**src/rtl/pdv_pkg.sv**
```systemverilog
package pdv_pkg;

    localparam int N_MAX_RATIO = 8;
    localparam int NCNT_W      = $clog2(N_MAX_RATIO);

    localparam logic [2:0] TSEL_QUIET  = 3'b000;
    localparam logic [2:0] TSEL_BYPASS = 3'b110;
    localparam logic [2:0] TSEL_SPARE  = 3'b111;

    typedef enum logic [1:0] {
        TSRC_LOW   = 2'd0,
        TSRC_MAIN  = 2'd1,
        TSRC_MTICK = 2'd2
    } test_src_e;

    // Edges per half period for each post-divide code (non-sequential order).
    function automatic int half_ratio(input logic [1:0] code);
        case (code)
            2'b00:   return 2;
            2'b01:   return 4;
            2'b10:   return 8;
            default: return 1;
        endcase
    endfunction

    function automatic test_src_e test_src(input logic [2:0] code);
        if (code == TSEL_QUIET || code == TSEL_SPARE) return TSRC_LOW;
        if (code == TSEL_BYPASS)                      return TSRC_MTICK;
        return TSRC_MAIN;
    endfunction

endpackage

```
**src/rtl/pdv_ndiv.sv**
```systemverilog
module pdv_ndiv
    import pdv_pkg::*;
#(
    parameter int CNT_W = NCNT_W
) (
    input  logic       clk,
    input  logic       rst_n,
    input  logic       step,
    input  logic [1:0] n_code,
    output logic       div_q,
    output logic       div_d
);

    typedef struct packed {
        logic [CNT_W-1:0] cnt;
        logic             div;
    } ndiv_st_t;

    ndiv_st_t s_d, s_q;

    always_comb begin
        s_d = s_q;
        if (step) begin
            if (s_q.cnt == '0) begin
                // half-period boundary: toggle and pick up the current ratio
                s_d.div = ~s_q.div;
                s_d.cnt = CNT_W'(half_ratio(n_code) - 1);
            end else begin
                s_d.cnt = s_q.cnt - 1'b1;
            end
        end
    end

    always_ff @(posedge clk or negedge rst_n) begin
        if (!rst_n) s_q <= '0;
        else        s_q <= s_d;
    end

    assign div_q = s_q.div;
    assign div_d = s_d.div;

endmodule

```
**src/rtl/pdv_mdiv.sv**
```systemverilog
module pdv_mdiv #(
    parameter int M_W = 9
) (
    input  logic           clk,
    input  logic           rst_n,
    input  logic           step,
    input  logic [M_W-1:0] m_val,
    output logic           tick
);

    typedef struct packed {
        logic [M_W-1:0] cnt;
    } mdiv_st_t;

    mdiv_st_t s_d, s_q;
    logic     wrap;

    always_comb begin
        s_d  = s_q;
        wrap = 1'b0;
        if (step) begin
            if (s_q.cnt == '0) begin
                wrap = 1'b1;
                // zero is folded onto a divide by one
                s_d.cnt = (m_val == '0) ? '0 : m_val - 1'b1;
            end else begin
                s_d.cnt = s_q.cnt - 1'b1;
            end
        end
    end

    always_ff @(posedge clk or negedge rst_n) begin
        if (!rst_n) s_q <= '0;
        else        s_q <= s_d;
    end

    assign tick = wrap;

endmodule

```
**src/rtl/pdv_testsel.sv**
```systemverilog
module pdv_testsel
    import pdv_pkg::*;
(
    input  logic       clk,
    input  logic       rst_n,
    input  logic [2:0] t_code,
    input  logic       main_d,
    input  logic       tick,
    output logic       test_q
);

    typedef struct packed {
        logic test;
    } tsel_st_t;

    tsel_st_t s_d, s_q;

    always_comb begin
        s_d = s_q;
        unique case (test_src(t_code))
            TSRC_MAIN:  s_d.test = main_d;
            TSRC_MTICK: s_d.test = tick;
            default:    s_d.test = 1'b0;
        endcase
    end

    always_ff @(posedge clk or negedge rst_n) begin
        if (!rst_n) s_q <= '0;
        else        s_q <= s_d;
    end

    assign test_q = s_q.test;

endmodule

```
**src/rtl/postdiv_testmux.sv**
```systemverilog
module postdiv_testmux
    import pdv_pkg::*;
#(
    parameter int M_W = 9
) (
    input  logic           clk,
    input  logic           rst_n,
    input  logic           vco_en,
    input  logic           sclk_en,
    input  logic [M_W-1:0] m_val,
    input  logic [1:0]     n_code,
    input  logic [2:0]     t_code,
    output logic           out_q,
    output logic           test_q
);

    logic src_step;
    logic main_d;
    logic mtick;

    // bypass swaps the counting source for both dividers
    assign src_step = (t_code == TSEL_BYPASS) ? sclk_en : vco_en;

    pdv_ndiv #(.CNT_W(NCNT_W)) u_ndiv (
        .clk    (clk),
        .rst_n  (rst_n),
        .step   (src_step),
        .n_code (n_code),
        .div_q  (out_q),
        .div_d  (main_d)
    );

    pdv_mdiv #(.M_W(M_W)) u_mdiv (
        .clk   (clk),
        .rst_n (rst_n),
        .step  (src_step),
        .m_val (m_val),
        .tick  (mtick)
    );

    pdv_testsel u_tsel (
        .clk    (clk),
        .rst_n  (rst_n),
        .t_code (t_code),
        .main_d (main_d),
        .tick   (mtick),
        .test_q (test_q)
    );

endmodule

```
**config.mk**
```make
export PLATFORM = sky130hd
export DESIGN_NAME = postdiv_testmux
export DESIGN_NICKNAME = d
export VERILOG_FILES = /design/src/rtl/pdv_pkg.sv /design/src/rtl/pdv_ndiv.sv /design/src/rtl/pdv_mdiv.sv /design/src/rtl/pdv_testsel.sv /design/src/rtl/postdiv_testmux.sv
export SDC_FILE = /design/constraint.sdc
export NUM_CORES = 1
export LEC_CHECK = 0
export CORE_ASPECT_RATIO = 0.8
export CORE_MARGIN = 4
export CORE_UTILIZATION = 50
export DETAILED_ROUTE_END_ITERATION = 12
export GPL_ROUTABILITY_DRIVEN = 1
export GPL_TIMING_DRIVEN = 0
export HOLD_SLACK_MARGIN = 0.12
export MAX_ROUTING_LAYER = met4
export PLACE_DENSITY = 0.76
export SLEW_MARGIN = 5
export SYNTH_ARGS = -nofsm -noshare
export SYNTH_HDL_FRONTEND = slang
export SYNTH_SLANG_ARGS = --single-unit
```
**constraint.sdc**
```tcl
create_clock -name clk -period 2.6 [get_ports clk]
set_input_delay 0.52 -clock clk [delete_from_list [all_inputs] [get_ports clk]]
set_output_delay 0.52 -clock clk [all_outputs]
set_load 0.03 [all_outputs]
```
## After elaboration in Yosys (flattened, before gate mapping)

Cells that the tools add are included.

| cells by class | value |
|---|---|
| equality and inequality tests | 6 |
| multiplexer cells | 19 |
| bitwise operators | 1 |
| reductions and logical operators | 6 |
| add/subtract/negate cells | 4 |

Operators by type and width:

| kind | number |
|---|---|
| zero test 9 bit | 2 |
| 2-to-1 mux 9 bit | 2 |
| subtractor 9 x 1 -> 9 bit, second input constant | 2 |
| 2-to-1 mux 3 bit | 3 |
| case mux 3 bit (3 select lines) | 1 |
| 2-to-1 mux 1 bit | 8 |
| 2-to-1 mux 2 bit | 4 |
| == test 3 bit, second input constant | 2 |
| zero test 3 bit | 2 |
| == test 2 x 1 -> 1 bit, second input constant | 2 |
| == test 2 bit, second input constant | 2 |
| subtractor 3 x 1 -> 3 bit, second input constant | 1 |
| subtractor 3 x 2 -> 3 bit, second input constant | 1 |
| zero test 2 bit | 1 |
| case mux 1 bit (2 select lines) | 1 |
| logical OR 1 bit | 1 |
| NOT 1 bit | 1 |

| storage, ports and cells | value |
|---|---|
| output and inout port bits | 2 |
| register bits after elaboration | 14 |

## Depth between registers and ports, before layout

| logic depth | value |
|---|---|
| word-level depth | 8 |
| gate-level depth with buffers | 7 |

## By module

From an unflattened synthesis, not the netlist that was laid out.

| unflattened totals | value |
|---|---|
| cell total of the unflattened synthesis | 117 |
| area total of the unflattened synthesis | 1084.8 sq um |

By module, submodules not included:

| module | cells each | sequential area each (sq um) | times used | area each (sq um) |
|---|---|---|---|---|
| pdv_mdiv | 83 | 225.2 | 1 | 713.2 |
| pdv_ndiv | 25 | 100.1 | 1 | 281.5 |
| pdv_testsel | 7 | 25.0 | 1 | 55.1 |
| postdiv_testmux | 2 | 0.0 | 1 | 35.0 |

## Worst setup path before layout

No wires, ideal clock.

| timing | value |
|---|---|
| kind | input to register |
| start | input port m_val[0] |
| end | register u_mdiv.s_q[6] (netlist bit) |
| data required time | 2.531 ns |
| buffers on the path | 0 |
| library setup time | 0.069 ns |
| slack | 0.542 ns |
| cell stages on the path | 6 |
| arrival time | 1.989 ns |
| cells stage by stage | inv_1 ha_1 or4b_1 or4_1 a211o_1 nand3_1 |

| on the way | value |
|---|---|
| word-level cells in the longest chain between the ends | 3 |

RTL lines:

| element | line | source |
|---|---|---|
| from (decl) | postdiv_testmux.sv:10 | `input logic [M_W-1:0] m_val,` |
| subtractor 9 x 1 -> 9 bit / zero test 9 bit (equally long branches) | pdv_mdiv.sv:25 | `s_d.cnt = (m_val == '0) ? '0 : m_val - 1'b1;` |
| 2-to-1 mux 9 bit * | pdv_mdiv.sv:25 |  |
| 2-to-1 mux 9 bit * | pdv_mdiv.sv:22 | `if (s_q.cnt == '0) begin` |
| to (signal assigned) | pdv_mdiv.sv:33 | `if (!rst_n) s_q <= '0;` |
| to (signal assigned) | pdv_mdiv.sv:34 | `else s_q <= s_d;` |
| to (decl) | pdv_mdiv.sv:15 | `mdiv_st_t s_d, s_q;` |

Mark *: on every way between the ends. The rest lies on a longest branch, timed or not.
A chain may end at the register's enable or synchronous reset.

## Worst setup path after layout

Ends and elaborated chain as after synthesis.

==> reports/results.tsv <==
stage	metric	value	unit
job	number of max-cap violations	0	
timing	Slew headroom	58.3	%
clocking	CTS tree	done	
finish	Core Util, Final	67.6	%
finish	P&R area growth vs syn	24.5	%
clocking	PostCTS Resize Cnt	0	
clocking	Worst-Skew Late Latency	290	ps
floorplan	boundary pin count	20	
yosys	Synth Flop Type	dfrtp_1	
setup_path	crit path launch	m_val[0]	
setup_path	Reg2Reg Capture Point	u_mdiv.s_q[7]	
timing	fmax	0.420	GHz
clocking	TritonCTS buffer count	3	
grt	GRT Total Usage	19.5	%
yosys	yosys warns	0	
floorplan	Core ar.	0.00193	mm²
routing	Detailed Route Iter0 Violations	42	
yosys	Synth Area per Inst	8.94	µm²
placed_design	# port buffers	19	
yosys	#FFs+latches synth	14	
pwr	Power Density	804	mW/mm²
routing	DRT Wirelength	2600	µm
timing	Final Max Slew Viols	0	
worst_hold_path	Worst Hold Path EP	u_ndiv.s_q[3]	
floorplan	die width	59.1	µm
clocking	CTS clk-pin slew, worst paths	80	ps
routing	DRC viols	0	
timing	final period utilization	91.5	%
floorplan	num rows	14	
grt	met1 Use GR	27.5	%
finish	layout cells sized above 1	9.29	%
clocking	CTS Sinks	14	
timing	final setup vio count	0	
pwr	Pwr Total	1.05	mW
routing	Pre-antenna DRT Iters	4	
clocking	CTS Hold Bufs	0	
grt	first-pass GRT wire length	4250	µm
setup_path	Setup crit end kind	flop	
timing	Clock Skew	2.18	ps
clocking	maximum root-to-sink buffer count	2	
yosys	EDFF count, synth	0	
yosys	Post-Syn Area	0.00105	mm²
grt	vias in the first global route	915	
pwr	switching share of power	40.6	%
clocking	H-tree levels	1	
setup_path	Worst R2R Setup Slack	450	ps
pwr	combinational share of power	45.4	%
worst_hold_path	Hold Startpoint	u_ndiv.s_q[3]	
yosys	Netlist cell types	36	
finish	Ant. Diodes	0	
setup_path	Setup Crit Path Kind	in2reg	
timing	RSZ-0062 raised after global routing	false	
yosys	most common cell in the synthesized netlist	dfrtp_1	
routing	Via density	6.20	
grt	initial antenna violation count	0	
pwr	Clk pwr share	15.1	%
pwr	LEAKAGE	0.536	nW
pwr	sw power	0.426	mW
routing	Final ANT Viol Nets	0	
floorplan	Die Area	0.00289	mm²
placed_design	DP HPWL	2020	µm
yosys	Syn Inst Count	117	
yosys	commonest cells in the netlist	dfrtp_1, nor2_1, inv_1	
placed_design	gpl congestion	0.843	
routing	average routed wire per standard cell	15.9	µm
finish	# nets final	165	
worst_hold_path	hold depth	1	
worst_hold_path	worst min-delay path class	reg2reg	
setup_path	Reg2Reg Depth	7	
finish	FILL cells	168	
grt	grt total ovfl	0	
status	outcome	complete, no violations	
grt	M2 GR Usage	27.0	%
setup_path	crit start category	primary input	
setup_path	start of the worst register-to-register path	u_mdiv.s_q[0]	
setup_path	peak fanout along the critical path	4	
grt	largest net degree at the start of global routing	15	
yosys	asr flop ratio synth	100	%
finish	Final Non-Filler Cells	164	
clocking	CTS root buf	clkbuf_4	
grt	grt peak-use layer	met1	
pwr	worst vdd ir	0.000616	V
timing	total negative setup slack	0	ps
timing	fin crit period	2380	ps
placed_design	placed insts	160	
clocking	Setup Fix Bufs, Post-CTS	0	
timing	Hold Fails Final Rpt	0	
pwr	Flop pwr share	39.4	%
routing	routed vias	1016	
timing	slew at the pin with the worst max-slew slack	624	ps
setup_path	CP required	2830	ps
yosys	syn_nets	141	
yosys	Seq/Total Area, Yosys	33.5	%
pwr	Internal	0.622	mW
floorplan	die span in y	48.9	µm
floorplan	Starting Density	54.3	%
grt	met3 usage	5.29	%
setup_path	Arr. time, crit path	2610	ps
timing	minimum hold slack	494	ps
yosys	top cell type's share of synthesized area	33.5	%
yosys	largest area contributor in the netlist	dfrtp_1	
yosys	Area contributors post-synth	dfrtp_1, ha_1, nor2_1, xnor2_1, mux2i_1	
==> routing by layer <==
layer,routed length (µm),vias to the layer above
met4,34,0
met2,1190,55
li1,-,481
met1,1180,473
met5,0,-
met3,198,7
==> sequential cells by signal, indices dropped and copies added (netlist names) <==
signal	cells
u_mdiv.s_q	9
u_ndiv.s_q	3
u_ndiv.div_q	1
u_tsel.test_q	1
==> layout by cell type, fill, tap and decap left out, drive strengths merged, types with 4 or more instances in the layout <==
cell	n
ha	6
or4	4
clkbuf	5
dfrtp	14
or3	6
nand2	5
nor3	4
mux2i	4
nor2	12
clkdlybuf4s50	19
inv	9
o21ai	8
xnor2	5
==> power by group through the flow <==
| stage | Sequential, mW | Combinational (mW) | Clock, mW |
|---|---|---|---|
| final | 0.413 | 0.476 | 0.159 |
| after global routing | 0.426 | 0.522 | 0.172 |
| after CTS | 0.407 | 0.474 | 0.164 |
| after detailed placement | 0.410 | 0.471 | 0 |
| after global placement | 0.406 | 0.449 | 0 |
| after floorplan | 0.416 | 0.302 | 0 |
==> worst max path at each step <==
stage / endpoint / slack, ps / cells past startpoint
2_1_floorplan: u_mdiv.s_q[6] / 540 / 6
3_3_place_gp: u_mdiv.s_q[6] / -10 / 7
3_5_place_dp: u_mdiv.s_q[6] / -70 / 7
4_1_cts: u_mdiv.s_q[6] / 230 / 7
5_1_grt: u_mdiv.s_q[6] / 140 / 7
6_report: u_mdiv.s_q[6] / 220 / 7
==> final cells by class <==
| class | instances | area [µm²] | share of cell area (%) |
|---|---|---|---|
| Timing Repair Buffer | 19 | 190 | 14.6 |
| Tap cell | 24 | 30.0 | 2.31 |
| Buffer | 3 | 13.8 | 1.06 |
| Clock buffer | 4 | 36.3 | 2.79 |
| Multi-Input combinational cell | 91 | 648 | 49.8 |
| Sequential cell | 14 | 350 | 26.9 |
| Inverter | 9 | 33.8 | 2.59 |
==> worst max-delay path, cell delays in order <==
cell and delay [ps]:
clkdlybuf4s50_1 450, inv_1 80, ha_1 190, or4b_1 510, or4_1 500, a211o_1 280, nand3_1 70
==> stage by stage <==
stage / setup WS, ps / instance area, µm²
CTS: 230 / 1300
finish: 222 / 1300
detailed placement: -65.5 / 1270
global route: 136 / 1300
global placement: -13.0 / 1270
floorplan: 542 / 1050
==> cells by family (layout without fill, tap and decap cells) <==
kind of cell	Yosys count	after routing	synth area share, %
AOI/OAI and AO/OA	27	27	18.7
muxes	7	7	7.06
and+or+nand+nor	45	45	24.0
buffers and inverters	12	35	4.54
DFF	14	14	33.5
xor gates and xnor gates	6	6	5.02
adders and majority gates	6	6	7.18
Power figures use the tool's default switching activity.
